File: src/rtl/rig_pkg.sv
`timescale 1ns/1ps
package rig_pkg;
  // Per-cycle event bundle handed from the edge detectors to the counter.
  typedef struct packed {
    logic hs_fall;   // line end
    logic vs_rise;   // frame start
    logic ack_rise;  // first cycle of acknowledge
    logic clr;       // software clear
  } rig_evt_t;
endpackage

File: src/rtl/rig_edge.sv
`timescale 1ns/1ps
module rig_edge #(
  parameter int W = 3
) (
  input  logic         clk,
  input  logic         rst_n,
  input  logic [W-1:0] din,
  output logic [W-1:0] rise,
  output logic [W-1:0] fall
);
  logic [W-1:0] prev_q, prev_d;

  always_comb begin
    prev_d = din;
  end

  for (genvar i = 0; i < W; i++) begin : g_bit
    assign rise[i] = din[i] & ~prev_q[i];
    assign fall[i] = ~din[i] & prev_q[i];
  end

  always_ff @(posedge clk or negedge rst_n) begin
    if (!rst_n) prev_q <= '0;
    else        prev_q <= prev_d;
  end
endmodule

File: src/rtl/rig_vsync_align.sv
`timescale 1ns/1ps
module rig_vsync_align #(
  parameter int VS_LINES = 2
) (
  input  logic clk,
  input  logic rst_n,
  input  logic vs_rise,
  input  logic hs_fall,
  output logic resync
);
  localparam int VS_W = $clog2(VS_LINES + 1);
  localparam logic [VS_W-1:0] LAST = VS_W'(VS_LINES - 1);

  logic            armed_q, armed_d;
  logic [VS_W-1:0] n_q, n_d;

  assign resync = armed_q & hs_fall & ~vs_rise & (n_q == LAST);

  always_comb begin
    armed_d = armed_q;
    n_d     = n_q;
    if (vs_rise) begin
      armed_d = 1'b1;
      n_d     = '0;
    end else if (armed_q && hs_fall) begin
      if (resync) begin
        armed_d = 1'b0;
        n_d     = '0;
      end else begin
        n_d = n_q + 1'b1;
      end
    end
  end

  always_ff @(posedge clk or negedge rst_n) begin
    if (!rst_n) begin
      armed_q <= 1'b0;
      n_q     <= '0;
    end else begin
      armed_q <= armed_d;
      n_q     <= n_d;
    end
  end
endmodule

File: src/rtl/rig_line_count.sv
`timescale 1ns/1ps
module rig_line_count
  import rig_pkg::*;
#(
  parameter int LINE_W      = 6,
  parameter int TRIP_COUNT  = 52,
  parameter int ACK_CLR_BIT = 5,
  parameter int LATE_MIN    = 32
) (
  input  logic              clk,
  input  logic              rst_n,
  input  rig_evt_t          ev,
  input  logic              resync,
  output logic              req,
  output logic [LINE_W-1:0] count
);
  localparam logic [LINE_W-1:0] LAST = LINE_W'(TRIP_COUNT - 1);
  localparam logic [LINE_W-1:0] LATE = LINE_W'(LATE_MIN);

  logic [LINE_W-1:0] cnt_q, cnt_d, base;
  logic              req_q, req_d;

  always_comb begin
    base = cnt_q;
    if (ev.ack_rise) base[ACK_CLR_BIT] = 1'b0;
    cnt_d = base;
    req_d = req_q & ~ev.ack_rise;
    if (ev.clr) begin
      cnt_d = '0;
      req_d = 1'b0;
    end else if (ev.hs_fall) begin
      if (resync) begin
        cnt_d = '0;
        if (base >= LATE) req_d = 1'b1;
      end else if (base == LAST) begin
        cnt_d = '0;
        req_d = 1'b1;
      end else begin
        cnt_d = base + 1'b1;
      end
    end
  end

  always_ff @(posedge clk or negedge rst_n) begin
    if (!rst_n) begin
      cnt_q <= '0;
      req_q <= 1'b0;
    end else begin
      cnt_q <= cnt_d;
      req_q <= req_d;
    end
  end

  assign req   = req_q;
  assign count = cnt_q;
endmodule

File: src/rtl/rig_raster_irq.sv
`timescale 1ns/1ps
module rig_raster_irq
  import rig_pkg::*;
#(
  parameter int LINE_W      = 6,
  parameter int TRIP_COUNT  = 52,
  parameter int ACK_CLR_BIT = 5,
  parameter int LATE_MIN    = 32,
  parameter int VS_LINES    = 2
) (
  input  logic clk,
  input  logic rst_n,
  input  logic hsync,
  input  logic vsync,
  input  logic m1_n,
  input  logic iorq_n,
  input  logic soft_clr,
  output logic int_n
);
  localparam int N_EDGE = 3;

  // Reset: asserted asynchronously, released on the clock.
  logic [1:0] rst_sync_q;
  logic       rst_core_n;
  always_ff @(posedge clk or negedge rst_n) begin
    if (!rst_n) rst_sync_q <= 2'b00;
    else        rst_sync_q <= {rst_sync_q[0], 1'b1};
  end
  assign rst_core_n = rst_sync_q[1];

  logic [N_EDGE-1:0] lvl, rise, fall;
  logic              ack_lvl;
  assign ack_lvl = ~m1_n & ~iorq_n;
  assign lvl     = {ack_lvl, vsync, hsync};

  rig_edge #(.W(N_EDGE)) u_edge (
    .clk(clk), .rst_n(rst_core_n), .din(lvl), .rise(rise), .fall(fall)
  );

  logic hs_fall, vs_rise, ack_rise, clr_s, resync, req;
  logic [LINE_W-1:0] line_cnt;
  assign hs_fall  = fall[0];
  assign vs_rise  = rise[1];
  assign ack_rise = rise[2];
  assign clr_s    = soft_clr;

  rig_evt_t ev;
  always_comb begin
    ev.hs_fall  = hs_fall;
    ev.vs_rise  = vs_rise;
    ev.ack_rise = ack_rise;
    ev.clr      = clr_s;
  end

  rig_vsync_align #(.VS_LINES(VS_LINES)) u_vs (
    .clk(clk), .rst_n(rst_core_n), .vs_rise(vs_rise), .hs_fall(hs_fall),
    .resync(resync)
  );

  rig_line_count #(
    .LINE_W(LINE_W), .TRIP_COUNT(TRIP_COUNT),
    .ACK_CLR_BIT(ACK_CLR_BIT), .LATE_MIN(LATE_MIN)
  ) u_cnt (
    .clk(clk), .rst_n(rst_core_n), .ev(ev), .resync(resync),
    .req(req), .count(line_cnt)
  );

  assign int_n = ~req;
endmodule

File: config.mk
export PLATFORM = sky130hd
export DESIGN_NAME = rig_raster_irq
export DESIGN_NICKNAME = d
export VERILOG_FILES = /design/src/rtl/rig_pkg.sv /design/src/rtl/rig_edge.sv /design/src/rtl/rig_vsync_align.sv /design/src/rtl/rig_line_count.sv /design/src/rtl/rig_raster_irq.sv
export SDC_FILE = /design/constraint.sdc
export NUM_CORES = 1
export LEC_CHECK = 0
export ABC_AREA = 1
export BUFFER_PORTS_ARGS = -buffer_cell sky130_fd_sc_hd__buf_2
export CAP_MARGIN = 5
export CORE_MARGIN = 1
export CORE_UTILIZATION = 53
export CTS_BUF_LIST = sky130_fd_sc_hd__clkbuf_4 sky130_fd_sc_hd__clkbuf_8
export CTS_CLUSTER_DIAMETER = 120
export DETAILED_ROUTE_END_ITERATION = 8
export HOLD_SLACK_MARGIN = 0.02
export PLACE_DENSITY = 0.73
export SLEW_MARGIN = 20
export SYNTH_ARGS = -nofsm -noshare
export SYNTH_HDL_FRONTEND = slang
export SYNTH_HIERARCHICAL = 1
export SYNTH_SLANG_ARGS = --single-unit
File: constraint.sdc
create_clock -name clk -period 0.8 [get_ports clk]
set_clock_uncertainty 0.05 [all_clocks]
set_input_delay 0.04 -clock clk [delete_from_list [all_inputs] [get_ports clk]]
set_output_delay 0.04 -clock clk [all_outputs]
set_load 0.05 [all_outputs]
* Word level (Yosys, flattened, before mapping)
Cells that the tools add are included.
** Cells by class
- Equal/unequal tests :: 2
- Add/sub/neg operators :: 2
- Mux-type cells :: 16
- Bitwise operators :: 16
- Order comparisons :: 1
- Reduce and logical (&&, ||, !) cells :: 5
** Operator list (number)
- $mux 6 :: 4
- $mux 1 :: 9
- $and 1x1->1 :: 8
- $not 1->1 :: 8
- $add 6x1->6 const B :: 1
- $eq 6x6->1 const B :: 1
- $ge 6x6->1 const B :: 1
- $mux 2 :: 3
- $reduce_bool 2->1 :: 3
- $add 2x1->2 const B :: 1
- $eq 2x1->1 const B :: 1
- $reduce_and 2->1 :: 1
- $logic_and 1x1->1 :: 1
** Word-level totals
- Output and inout port bits :: 1
- Register bits after elaboration :: 15
- Word-level logic and storage cells :: 49

* Longest topological paths before layout
Gate-level depths: netlist of the first run.
- Depth in word-level cells :: 9
- Depth in mapped cells :: 10

* Modules after synthesis
The synthesis of the first run kept the hierarchy.
** Modules (own cells, without submodules)
- rig_line_count :: cells an instance 57, area each 431.7 µm², instances 1
- rig_vsync_align :: cells an instance 15, area each 123.9 µm², instances 1
- rig_edge :: cells an instance 15, area each 120.1 µm², instances 1
- rig_raster_irq :: cells an instance 5, area each 61.3 µm², instances 1

* Worst setup path after synthesis of the first run
No wires, ideal clock.
- Path type :: register to register
- From :: register u_edge.prev_q[0]
- To :: register u_cnt.req_q, in the netlist u_cnt/req
- Required time :: 0.685 ns
- Arrival :: 1.281 ns
- Setup slack :: -0.597 ns
- Setup time :: 0.065 ns
- Period minus slack after synthesis :: 1.397 ns
- Cell stages (with the launch flop) :: 9
- Buffers on the path :: 0
- Cells stage by stage :: dfrtp_1 inv_1 nor2_1 nand3_1 nor2_1 inv_1 o21ai_1 nand3_1 nand2_1
** On the way
- Longest elaborated chain between the ends :: 7
** RTL lines
- start, declared :: RTL line rig_edge.sv:11 : logic [W-1:0] prev_q, prev_d;
- start signal, assigned :: RTL line rig_edge.sv:24 : else prev_q <= prev_d;
- $and 1x1->1 :: RTL line rig_edge.sv:19 : assign fall[i] = ~din[i] & prev_q[i];
- via fall[0] :: RTL line rig_raster_irq.sv:31 : logic [N_EDGE-1:0] lvl, rise, fall;
- $and 1x1->1 (3 in a row) :: RTL line rig_vsync_align.sv:17 : assign resync = armed_q & hs_fall & ~vs_rise & (n_q == LAST);
- via resync :: RTL line rig_raster_irq.sv:40 : logic hs_fall, vs_rise, ack_rise, clr_s, resync, req;
- $mux 1 :: RTL line rig_line_count.sv:32 : if (resync) begin
- $mux 1 :: RTL line rig_line_count.sv:31 : end else if (ev.hs_fall) begin
- $mux 1 :: RTL line rig_line_count.sv:28 : if (ev.clr) begin
- via u_cnt.req_d :: RTL line rig_line_count.sv:21 : logic req_q, req_d;
- end signal, assigned :: RTL line rig_line_count.sv:50 : req_q <= req_d;
- end, declared :: RTL line rig_line_count.sv:21
The timed path passes the listed nets, and every way through them passes these cells.
A chain may end at the register's enable or synchronous reset.

* Worst setup path after layout of the first run
- From :: register u_edge.prev_q[1]
- To :: register u_cnt.cnt_q[3], in the netlist u_cnt/count[3]
** On the way
- Longest elaborated chain between the ends :: 8
** RTL lines
- $not 1->1 :: RTL line rig_edge.sv:18 : assign rise[i] = din[i] & ~prev_q[i];
- $and 1x1->1 :: RTL line rig_edge.sv:18
- via rise[1] :: RTL line rig_raster_irq.sv:31
- $not 1->1 :: RTL line rig_vsync_align.sv:17
- $and 1x1->1 (2 in a row) :: RTL line rig_vsync_align.sv:17
- via resync :: RTL line rig_raster_irq.sv:40
- $mux 6 :: RTL line rig_line_count.sv:32
- $mux 6 :: RTL line rig_line_count.sv:31
- $mux 6 :: RTL line rig_line_count.sv:28
- end signal, assigned :: RTL line rig_line_count.sv:49 : cnt_q <= cnt_d;
- end, declared :: RTL line rig_line_count.sv:20 : logic [LINE_W-1:0] cnt_q, cnt_d, base;
The timed path passes the listed nets, and every way through them passes these cells. The select of a mux whose other input is x is not followed.

==> results.sh, run 1 <==
export IMPL_status="finished, violations left"
export IMPL_violations="setup timing"
export IMPL_critPathLaunchType="flip-flop"
export IMPL_drt_iter0_drc=75
export IMPL_die_w_um=38.7
export IMPL_finalCritPeriodShare_pct=168
export IMPL_nNetsFinal=137
export IMPL_end_kind="flip-flop"
export IMPL_final_layout_size_suffix_gt1_share_pct=58.3
export IMPL_post_drt_wl_per_cell_um=19.4
export IMPL_irDropWorstVdd_mv=1.48
export IMPL_crit_slowest_cell="dfrtp_1"
export IMPL_drc=0
export IMPL_path_class="reg -> reg"
export IMPL_vias=840
export IMPL_ios=8
export IMPL_yosysWarnings=6
export IMPL_r2r_slack_ns=-0.55
export IMPL_p_per_area_mw_per_mm2=1430
export IMPL_path_max_fanout=4
export IMPL_fin_util_pct=96.2
export IMPL_antenna_found_initial=0
export IMPL_core_region_area_mm2=0.00117
export IMPL_critPathTopFamily="simple AND/OR/NAND/NOR gates"
export IMPL_rsz0062_at_grt="yes"
export IMPL_ant_nets=0
export IMPL_hold_violations=0
export IMPL_syn_inst=86
export IMPL_dieArea_mm2=0.00150
export IMPL_portBuffers=7
export IMPL_min_period_ns=1.35
export IMPL_setup_violations=11
export IMPL_grt_pass1_vias=788
export IMPL_fp_row_count=12
export IMPL_hp_class="in -> async"
export IMPL_worst_slack_ns=-0.547
export IMPL_arrival_ns=1.51
export IMPL_grt_usage_pct=36.9
export IMPL_htreeDepth=1
export IMPL_tritoncts="built"
export IMPL_clock_sinks=15
export IMPL_max_freq_mhz=743
export IMPL_n_antenna_cell=0
export IMPL_syn_to_final_growth_pct=57.6
export IMPL_place_congestion=0.733
export IMPL_p_leak_nw=0.565
export IMPL_worstPathRequired_ns=0.96
export IMPL_num_fill_cells=29
export IMPL_clockBufferDepth=2
export IMPL_start_util_pct=61.0
export IMPL_die_h_um=38.7
export IMPL_grt_pass1_wl_mm=3.50
export IMPL_tns_ns=-5.29
export IMPL_slew_violations=0
export IMPL_grt_max_degree=14
export IMPL_cts_buffers=3
export IMPL_gr_total_overflow=0
export IMPL_vias_per_cell=5.96
export IMPL_syn_area_um2=714
export IMPL_ff2ff_path_depth=8
export IMPL_path_buf_inv=2
export IMPL_syn_nets=95
export IMPL_slowest_delay_ns=0.38
export IMPL_r2r_end="u_cnt/count[3]"
export IMPL_place_hpwl_mm=1.06
export IMPL_drv_cap=0
export IMPL_clkLatencyLatePin_ns=0.28
export IMPL_firstDrtPassIters=4
export IMPL_wl_mm=2.73
export IMPL_cts_root_buf="clkbuf_4"
export IMPL_r2r_start="u_edge/prev_q[1]"
export IMPL_path_cells="nor2_1 > inv_2 > nand2_2 > nor2_4 > buf_4 > nor2_2 > nand2_4 > o21ai_2"
export IMPL_clkTransAtPathRegs_ns=0.09
export IMPL_avgSynthCellArea_um2=8.31
[worst reg2reg max path, stage by stage (launching register included)]
cell and delay, ns:
dfrtp_1 0.38, nor2_1 0.15, inv_2 0.07, nand2_2 0.08, nor2_4 0.04, buf_4 0.12
nor2_2 0.16, nand2_4 0.10, o21ai_2 0.13
[registers in the layout, summed over array words and instances, names as in the netlist]
signal	count
rst_sync_q	2
u_cnt/count	6
u_cnt/req	1
u_edge/prev_q	3
u_vs/armed_q	1
u_vs/n_q	2
[per-stage QoR]
step	cell area, µm²	power, mW	cells	hold WS, ns	setup slack (ns)
final	1130	1.61	141	0.0457	-0.547
after global routing	1130	1.68	141	0.0379	-0.638
after CTS	1060	1.52	138	0.0613	-0.362
after detailed placement	927	1.03	126	-0.221	-0.348
after global placement	927	1.02	126	-0.224	-0.313
after floorplan	732	0.916	86	-0.306	-0.331
[how the worst max path moves through the flow]
stage / start / endpoint / slack (ns) / cells past startpoint
4_1_cts: u_edge/prev_q[0] / u_cnt/req / -0.36 / 8
5_1_grt: u_edge/prev_q[1] / u_cnt/count[2] / -0.64 / 8
3_3_place_gp: u_edge/prev_q[1] / u_cnt/count[0] / -0.31 / 7
3_5_place_dp: u_cnt/count[0] / u_cnt/count[4] / -0.35 / 5
2_1_floorplan: u_edge/prev_q[0] / u_cnt/req / -0.33 / 8
6_report: u_edge/prev_q[1] / u_cnt/count[3] / -0.55 / 8
[placed cells by master (no fill, tap or decap), drive strengths merged]
master and instances:
a21oi 2, buf 33, clkbuf 4, conb 1, dfrtp 15, dlygate4sd3 4, ha 2, inv 17
nand2 22, nand3 6, nor2 13, o21ai 5, o22ai 1, xor2 2
[area by class of cell]
class | instances | area [µm²] | share of cell area (%)
Sequential cell | 15 | 375 | 33.3
Multi-Input combinational cell | 54 | 352 | 31.2
Timing Repair Buffer | 37 | 288 | 25.6
Inverter | 17 | 63.8 | 5.67
Clock buffer | 4 | 30.0 | 2.67
Tap cell | 14 | 17.5 | 1.56
[what timing repair did]
action / in CTS / in global routing
setup buffers: 3 / 5
gates resized for setup: 10 / 15
hold buffers: 5 / 0
endpoints found under the setup margin: 11 / 13
pin swaps: 7 / 8
hold endpoints to repair: 5 / 0
[routing by layer]
| layer | routed length [µm] | GRT usage, % | vias to the layer above |
|---|---|---|---|
| li1 | - | - | 338 |
| met1 | 963 | 39.9 | 377 |
| met2 | 1290 | 63.3 | 88 |
| met3 | 261 | 11.6 | 37 |
| met4 | 216 | 19.8 | 0 |
| met5 | 0 | 0 | - |
[power by group]
part | leakage (nW) | switching [mW] | internal (mW)
sequential | 0.193 | 0.0303 | 0.793
combinational | 0.354 | 0.174 | 0.143
clock | 0.0184 | 0.244 | 0.227
total | 0.565 | 0.448 | 1.16
No activity file was read; power rests on OpenSTA's default activity.
==> run 2: changes to the inputs <==
--- a/config.mk
+++ b/config.mk
@@ -9,12 +9,11 @@
 export BUFFER_PORTS_ARGS = -buffer_cell sky130_fd_sc_hd__buf_2
 export CAP_MARGIN = 5
 export CORE_MARGIN = 1
-export CORE_UTILIZATION = 53
+export CORE_UTILIZATION = 40
 export CTS_BUF_LIST = sky130_fd_sc_hd__clkbuf_4 sky130_fd_sc_hd__clkbuf_8
 export CTS_CLUSTER_DIAMETER = 120
 export DETAILED_ROUTE_END_ITERATION = 8
 export HOLD_SLACK_MARGIN = 0.02
-export PLACE_DENSITY = 0.73
 export SLEW_MARGIN = 20
 export SYNTH_ARGS = -nofsm -noshare
 export SYNTH_HDL_FRONTEND = slang
==> results.sh, run 2 (synthesis results as in run 1) <==
export IMPL_path_class="reg -> reg"
export IMPL_htreeDepth=1
export IMPL_p_per_area_mw_per_mm2=1410
export IMPL_path_max_fanout=4
export IMPL_drt_iter0_drc=13
export IMPL_irDropWorstVdd_mv=1.03
export IMPL_place_hpwl_mm=1.01
export IMPL_portBuffers=7
export IMPL_cts_buffers=3
export IMPL_hp_class="in -> reg"
export IMPL_nNetsFinal=132
export IMPL_dp_cells=134
export IMPL_clockBufferDepth=2
export IMPL_firstDrtPassIters=3
export IMPL_arrival_ns=1.38
export IMPL_clkTransAtPathRegs_ns=0.09
export IMPL_syn_to_final_growth_pct=50.3
export IMPL_gr_total_overflow=0
export IMPL_rsz0062_at_grt="yes"
export IMPL_start_util_pct=44.8
export IMPL_final_cell_mix="buf_4, nand2_1, dfrtp_1, inv_2, inv_1"
export IMPL_p_leak_nw=0.530
export IMPL_clkLatencyLatePin_ns=0.28
export IMPL_die_h_um=44.3
export IMPL_path_common_cell="nand2_2"
export IMPL_core_region_area_mm2=0.00159
export IMPL_grt_pass1_wl_mm=2.42
export IMPL_setup_violations=11
export IMPL_tns_ns=-3.36
export IMPL_dieArea_mm2=0.00196
export IMPL_wl_mm=1.45
export IMPL_vias_per_cell=4.27
export IMPL_grt_usage_pct=17.6
export IMPL_antenna_found_initial=0
export IMPL_tritoncts="built"
export IMPL_violations="setup timing"
export IMPL_slowest_delay_ns=0.37
export IMPL_cts_root_buf="clkbuf_4"
export IMPL_min_period_ns=1.23
export IMPL_ios=8
export IMPL_n_antenna_cell=0
export IMPL_clock_sinks=15
export IMPL_slew_violations=0
export IMPL_crit_slowest_cell="dfrtp_1"
export IMPL_path_cells="nor2_1 > inv_2 > nand2_2 > nor2_4 > nor2_2 > nand2_2 > o21ai_1"
export IMPL_timing_hold_ws_ns=0.0604
export IMPL_worstPathRequired_ns=0.95
export IMPL_grt_max_degree=14
export IMPL_die_w_um=44.3
export IMPL_grt_pass1_vias=591
export IMPL_status="finished, violations left"
export IMPL_drv_cap=0
export IMPL_largest_register_ffs=6
export IMPL_end_kind="flip-flop"
export IMPL_fp_row_count=14
export IMPL_vias=624
export IMPL_hold_violations=0
export IMPL_place_congestion=0.785
export IMPL_worst_slack_ns=-0.428
export IMPL_critPathLaunchType="flip-flop"
export IMPL_max_freq_mhz=814
export IMPL_drc=0
export IMPL_finalCritPeriodShare_pct=154
export IMPL_post_drt_wl_per_cell_um=9.92
export IMPL_ant_nets=0
export IMPL_final_layout_size_suffix_gt1_share_pct=48.4
export IMPL_fin_cells=146
==> run 2: layer usage <==
metal	track usage, %	part of all wire, %
met3	2.45	1.4
met5	0	0
met4	7.27	1.0
met1	22.1	46
met2	30.3	51
==> run 2: repair_timing <==
| action | CTS | global route |
|---|---|---|
| setup buffers | 2 | 1 |
| endpoints found under the hold margin | 5 | 0 |
| gates resized for setup | 6 | 6 |
| pin swaps | 4 | 1 |
| endpoints found under the setup margin | 11 | 11 |
| hold buffers | 5 | 0 |
==> run 2: worst paths after layout <==
kind                                       start        endpoint  slack (ns)  cells after the start
max in group asynchronous                  rst_n   rst_sync_q[0]        0.01                      3
worst max register to register  u_edge/prev_q[1]  u_cnt/count[3]       -0.43                      7
worst max-delay path            u_edge/prev_q[1]  u_cnt/count[3]       -0.43                      7
worst min-delay path                    soft_clr  u_cnt/count[1]        0.06                      4
min in group asynchronous          rst_sync_q[1]    u_vs/armed_q        0.12                      1
worst min register to register     rst_sync_q[1]    u_vs/armed_q        0.12                      1
==> run 2: report_power, final <==
group,internal (mW),switching [mW]
sequential,0.793,0.0205
clock,0.227,0.227
combinational,0.126,0.116
total,1.15,0.364
==> run 2: metrics by stage <==
step | area (µm²) | power, mW | util (%) | setup slack [ns]
finish | 1070 | 1.51 | 67.3 | -0.428
CTS | 1040 | 1.51 | 65.1 | -0.374
global route | 1070 | 1.60 | 67.3 | -0.484
floorplan | 732 | 0.916 | - | -0.331
detailed placement | 925 | 1.02 | 58.0 | -0.356
global placement | 925 | 1.02 | 58.0 | -0.335
==> run 2: layout make-up <==
class	instances	area [µm²]
repair buffers	32	249
inverters	17	63.8
flip-flops and latches	15	375
multi-input cells	54	325
clock buffers	4	30.0
well taps	24	30.0
fillers	133	520
==> run 2: worst max-delay path, delay by kind of cell, from the launching register on <==
kind | cells | cell delay, ns
compound gates | 1 | 0.18
buf+inv | 1 | 0.05
flops | 1 | 0.37
simple gates | 5 | 0.50
==> run 3: changes to the inputs <==
--- a/config.mk
+++ b/config.mk
@@ -8,12 +8,15 @@
 export ABC_AREA = 1
 export BUFFER_PORTS_ARGS = -buffer_cell sky130_fd_sc_hd__buf_2
 export CAP_MARGIN = 5
+export CELL_PAD_IN_SITES_DETAIL_PLACEMENT = 1
+export CELL_PAD_IN_SITES_GLOBAL_PLACEMENT = 1
 export CORE_MARGIN = 1
 export CORE_UTILIZATION = 40
 export CTS_BUF_LIST = sky130_fd_sc_hd__clkbuf_4 sky130_fd_sc_hd__clkbuf_8
 export CTS_CLUSTER_DIAMETER = 120
 export DETAILED_ROUTE_END_ITERATION = 8
 export HOLD_SLACK_MARGIN = 0.02
+export PLACE_DENSITY_LB_ADDON = 0.1
 export SLEW_MARGIN = 20
 export SYNTH_ARGS = -nofsm -noshare
 export SYNTH_HDL_FRONTEND = slang
==> results.sh, run 3 (synthesis results as in run 1) <==
export IMPL_status="finished, violations left"
export IMPL_violations="DRC, setup timing"
export IMPL_drt_iter0_drc=14
export IMPL_final_layout_size_suffix_gt1_share_pct=58.3
export IMPL_dieArea_mm2=0.00196
export IMPL_ant_nets=0
export IMPL_vias=743
export IMPL_final_cell_mix="buf_4, dfrtp_1, nand2_1, inv_2, nor2_2"
export IMPL_critPathTopFamily="simple AND/OR/NAND/NOR gates"
export IMPL_path_class="reg -> reg"
export IMPL_tns_ns=-4.70
export IMPL_die_h_um=44.3
export IMPL_hp_class="in -> reg"
export IMPL_path_max_fanout=4
export IMPL_p_per_area_mw_per_mm2=1390
export IMPL_fp_row_count=14
export IMPL_end_kind="flip-flop"
export IMPL_clkLatencyLatePin_ns=0.29
export IMPL_fin_cells=151
export IMPL_gr_total_overflow=0
export IMPL_min_path_cells=4
export IMPL_ff2ff_path_depth=7
export IMPL_p_leak_nw=0.563
export IMPL_hold_violations=0
export IMPL_largest_register_ffs=6
export IMPL_firstDrtPassIters=6
export IMPL_cts_buffers=3
export IMPL_wl_mm=2.91
export IMPL_htreeDepth=1
export IMPL_vias_per_cell=4.92
export IMPL_min_period_ns=1.34
export IMPL_crit_slowest_cell="dfrtp_1"
export IMPL_ios=8
export IMPL_grt_usage_pct=27.3
export IMPL_post_drt_wl_per_cell_um=19.3
export IMPL_grt_max_degree=10
export IMPL_antenna_found_initial=0
export IMPL_worst_slack_ns=-0.538
export IMPL_grt_pass1_wl_mm=3.68
export IMPL_final_common_cell="buf_4"
export IMPL_place_congestion=0.786
export IMPL_global_route_peak_usage_layer="met2"
export IMPL_clockBufferDepth=2
export IMPL_irDropWorstVdd_mv=1.33
export IMPL_rsz0062_at_grt="yes"
export IMPL_use_met1_pct=29.0
export IMPL_grtUsageMet2_pct=52.4
export IMPL_core_region_area_mm2=0.00159
export IMPL_critPathLaunchType="flip-flop"
export IMPL_timing_hold_ws_ns=0.0360
export IMPL_cts_root_buf="clkbuf_4"
export IMPL_dp_cells=137
export IMPL_start_util_pct=44.8
export IMPL_tritoncts="built"
export IMPL_setup_violations=11
export IMPL_path_buf_inv=2
export IMPL_worstSetupPathDepth=7
export IMPL_drv_cap=0
export IMPL_nNetsFinal=137
export IMPL_arrival_ns=1.51
export IMPL_clkTransAtPathRegs_ns=0.11
export IMPL_place_hpwl_mm=1.43
export IMPL_grt_use_met3_pct=4.90
export IMPL_syn_to_final_growth_pct=61.3
export IMPL_n_antenna_cell=0
export IMPL_slew_violations=0
export IMPL_portBuffers=7
export IMPL_path_cells="inv_2 > nor2_4 > buf_4 > nand2_1 > nor2_2 > nand2_2 > o21ai_1"
export IMPL_max_freq_mhz=747
export IMPL_grt_pass1_vias=797
export IMPL_worstPathRequired_ns=0.97
export IMPL_drc=1
export IMPL_die_w_um=44.3
export IMPL_clock_sinks=15
export IMPL_finalCritPeriodShare_pct=167
export IMPL_slowest_delay_ns=0.36
-- run 3: report_power, final --
part | switching (mW) | internal (mW) | total [mW] | leakage (nW)
clock network | 0.286 | 0.186 | 0.472 | 0.0177
logic | 0.166 | 0.143 | 0.309 | 0.352
registers | 0.0300 | 0.793 | 0.823 | 0.193
total | 0.482 | 1.12 | 1.60 | 0.563
-- run 3: path summary, 6_finish.rpt --
kind                       slack, ns        endpoint             start
setup / recovery               -0.54  u_cnt/count[0]  u_edge/prev_q[0]
hold / removal                  0.04  u_cnt/count[0]          soft_clr
setup reg to reg               -0.54  u_cnt/count[0]  u_edge/prev_q[0]
hold reg to reg                 0.14  u_cnt/count[4]     rst_sync_q[1]
max in group asynchronous       0.02   rst_sync_q[1]             rst_n
min in group asynchronous       0.14  u_cnt/count[4]     rst_sync_q[1]
-- run 3: worst min-delay path, stage by stage --
cell	delay, ns
buf_2	0.12
nor2_2	0.07
nand2_1	0.06
o21ai_1	0.06
-- run 3: layout make-up --
class	count	area [µm²]
clock buffers	3	22.5
clock inverters	1	5.00
fillers	177	442
inverters	17	63.8
multi-input cells	54	358
flip-flops and latches	15	375
well taps	24	30.0
repair buffers	37	298
-- run 3: per-stage QoR --
stage                     area [µm²]  setup WS, ns  utilization, %  total power, mW
after CTS                       1100        -0.437            69.0             1.53
after global routing            1150        -0.631            72.3             1.66
final                           1150        -0.538            72.3             1.60
after detailed placement         947        -0.426            59.4             1.04
after global placement           947        -0.337            59.4             1.03
after floorplan                  732        -0.331               -            0.916
-- run 3: repair_timing --
| action | in CTS | in global routing |
|---|---|---|
| gates cloned | 0 | 0 |
| hold buffers | 5 | 0 |
| setup buffers | 4 | 2 |
| pin swaps | 8 | 5 |
| gates resized for setup | 14 | 13 |
| hold endpoints to repair | 5 | 0 |
| endpoints found under the setup margin | 11 | 12 |
-- run 3: per-layer routing --
layer	wire length [µm]	part of all wire, %	up-vias
met5	0	0	-
met4	60	2.1	0
met3	78	2.7	10
met2	1630	56	23
met1	1140	39	373
li1	-	-	337
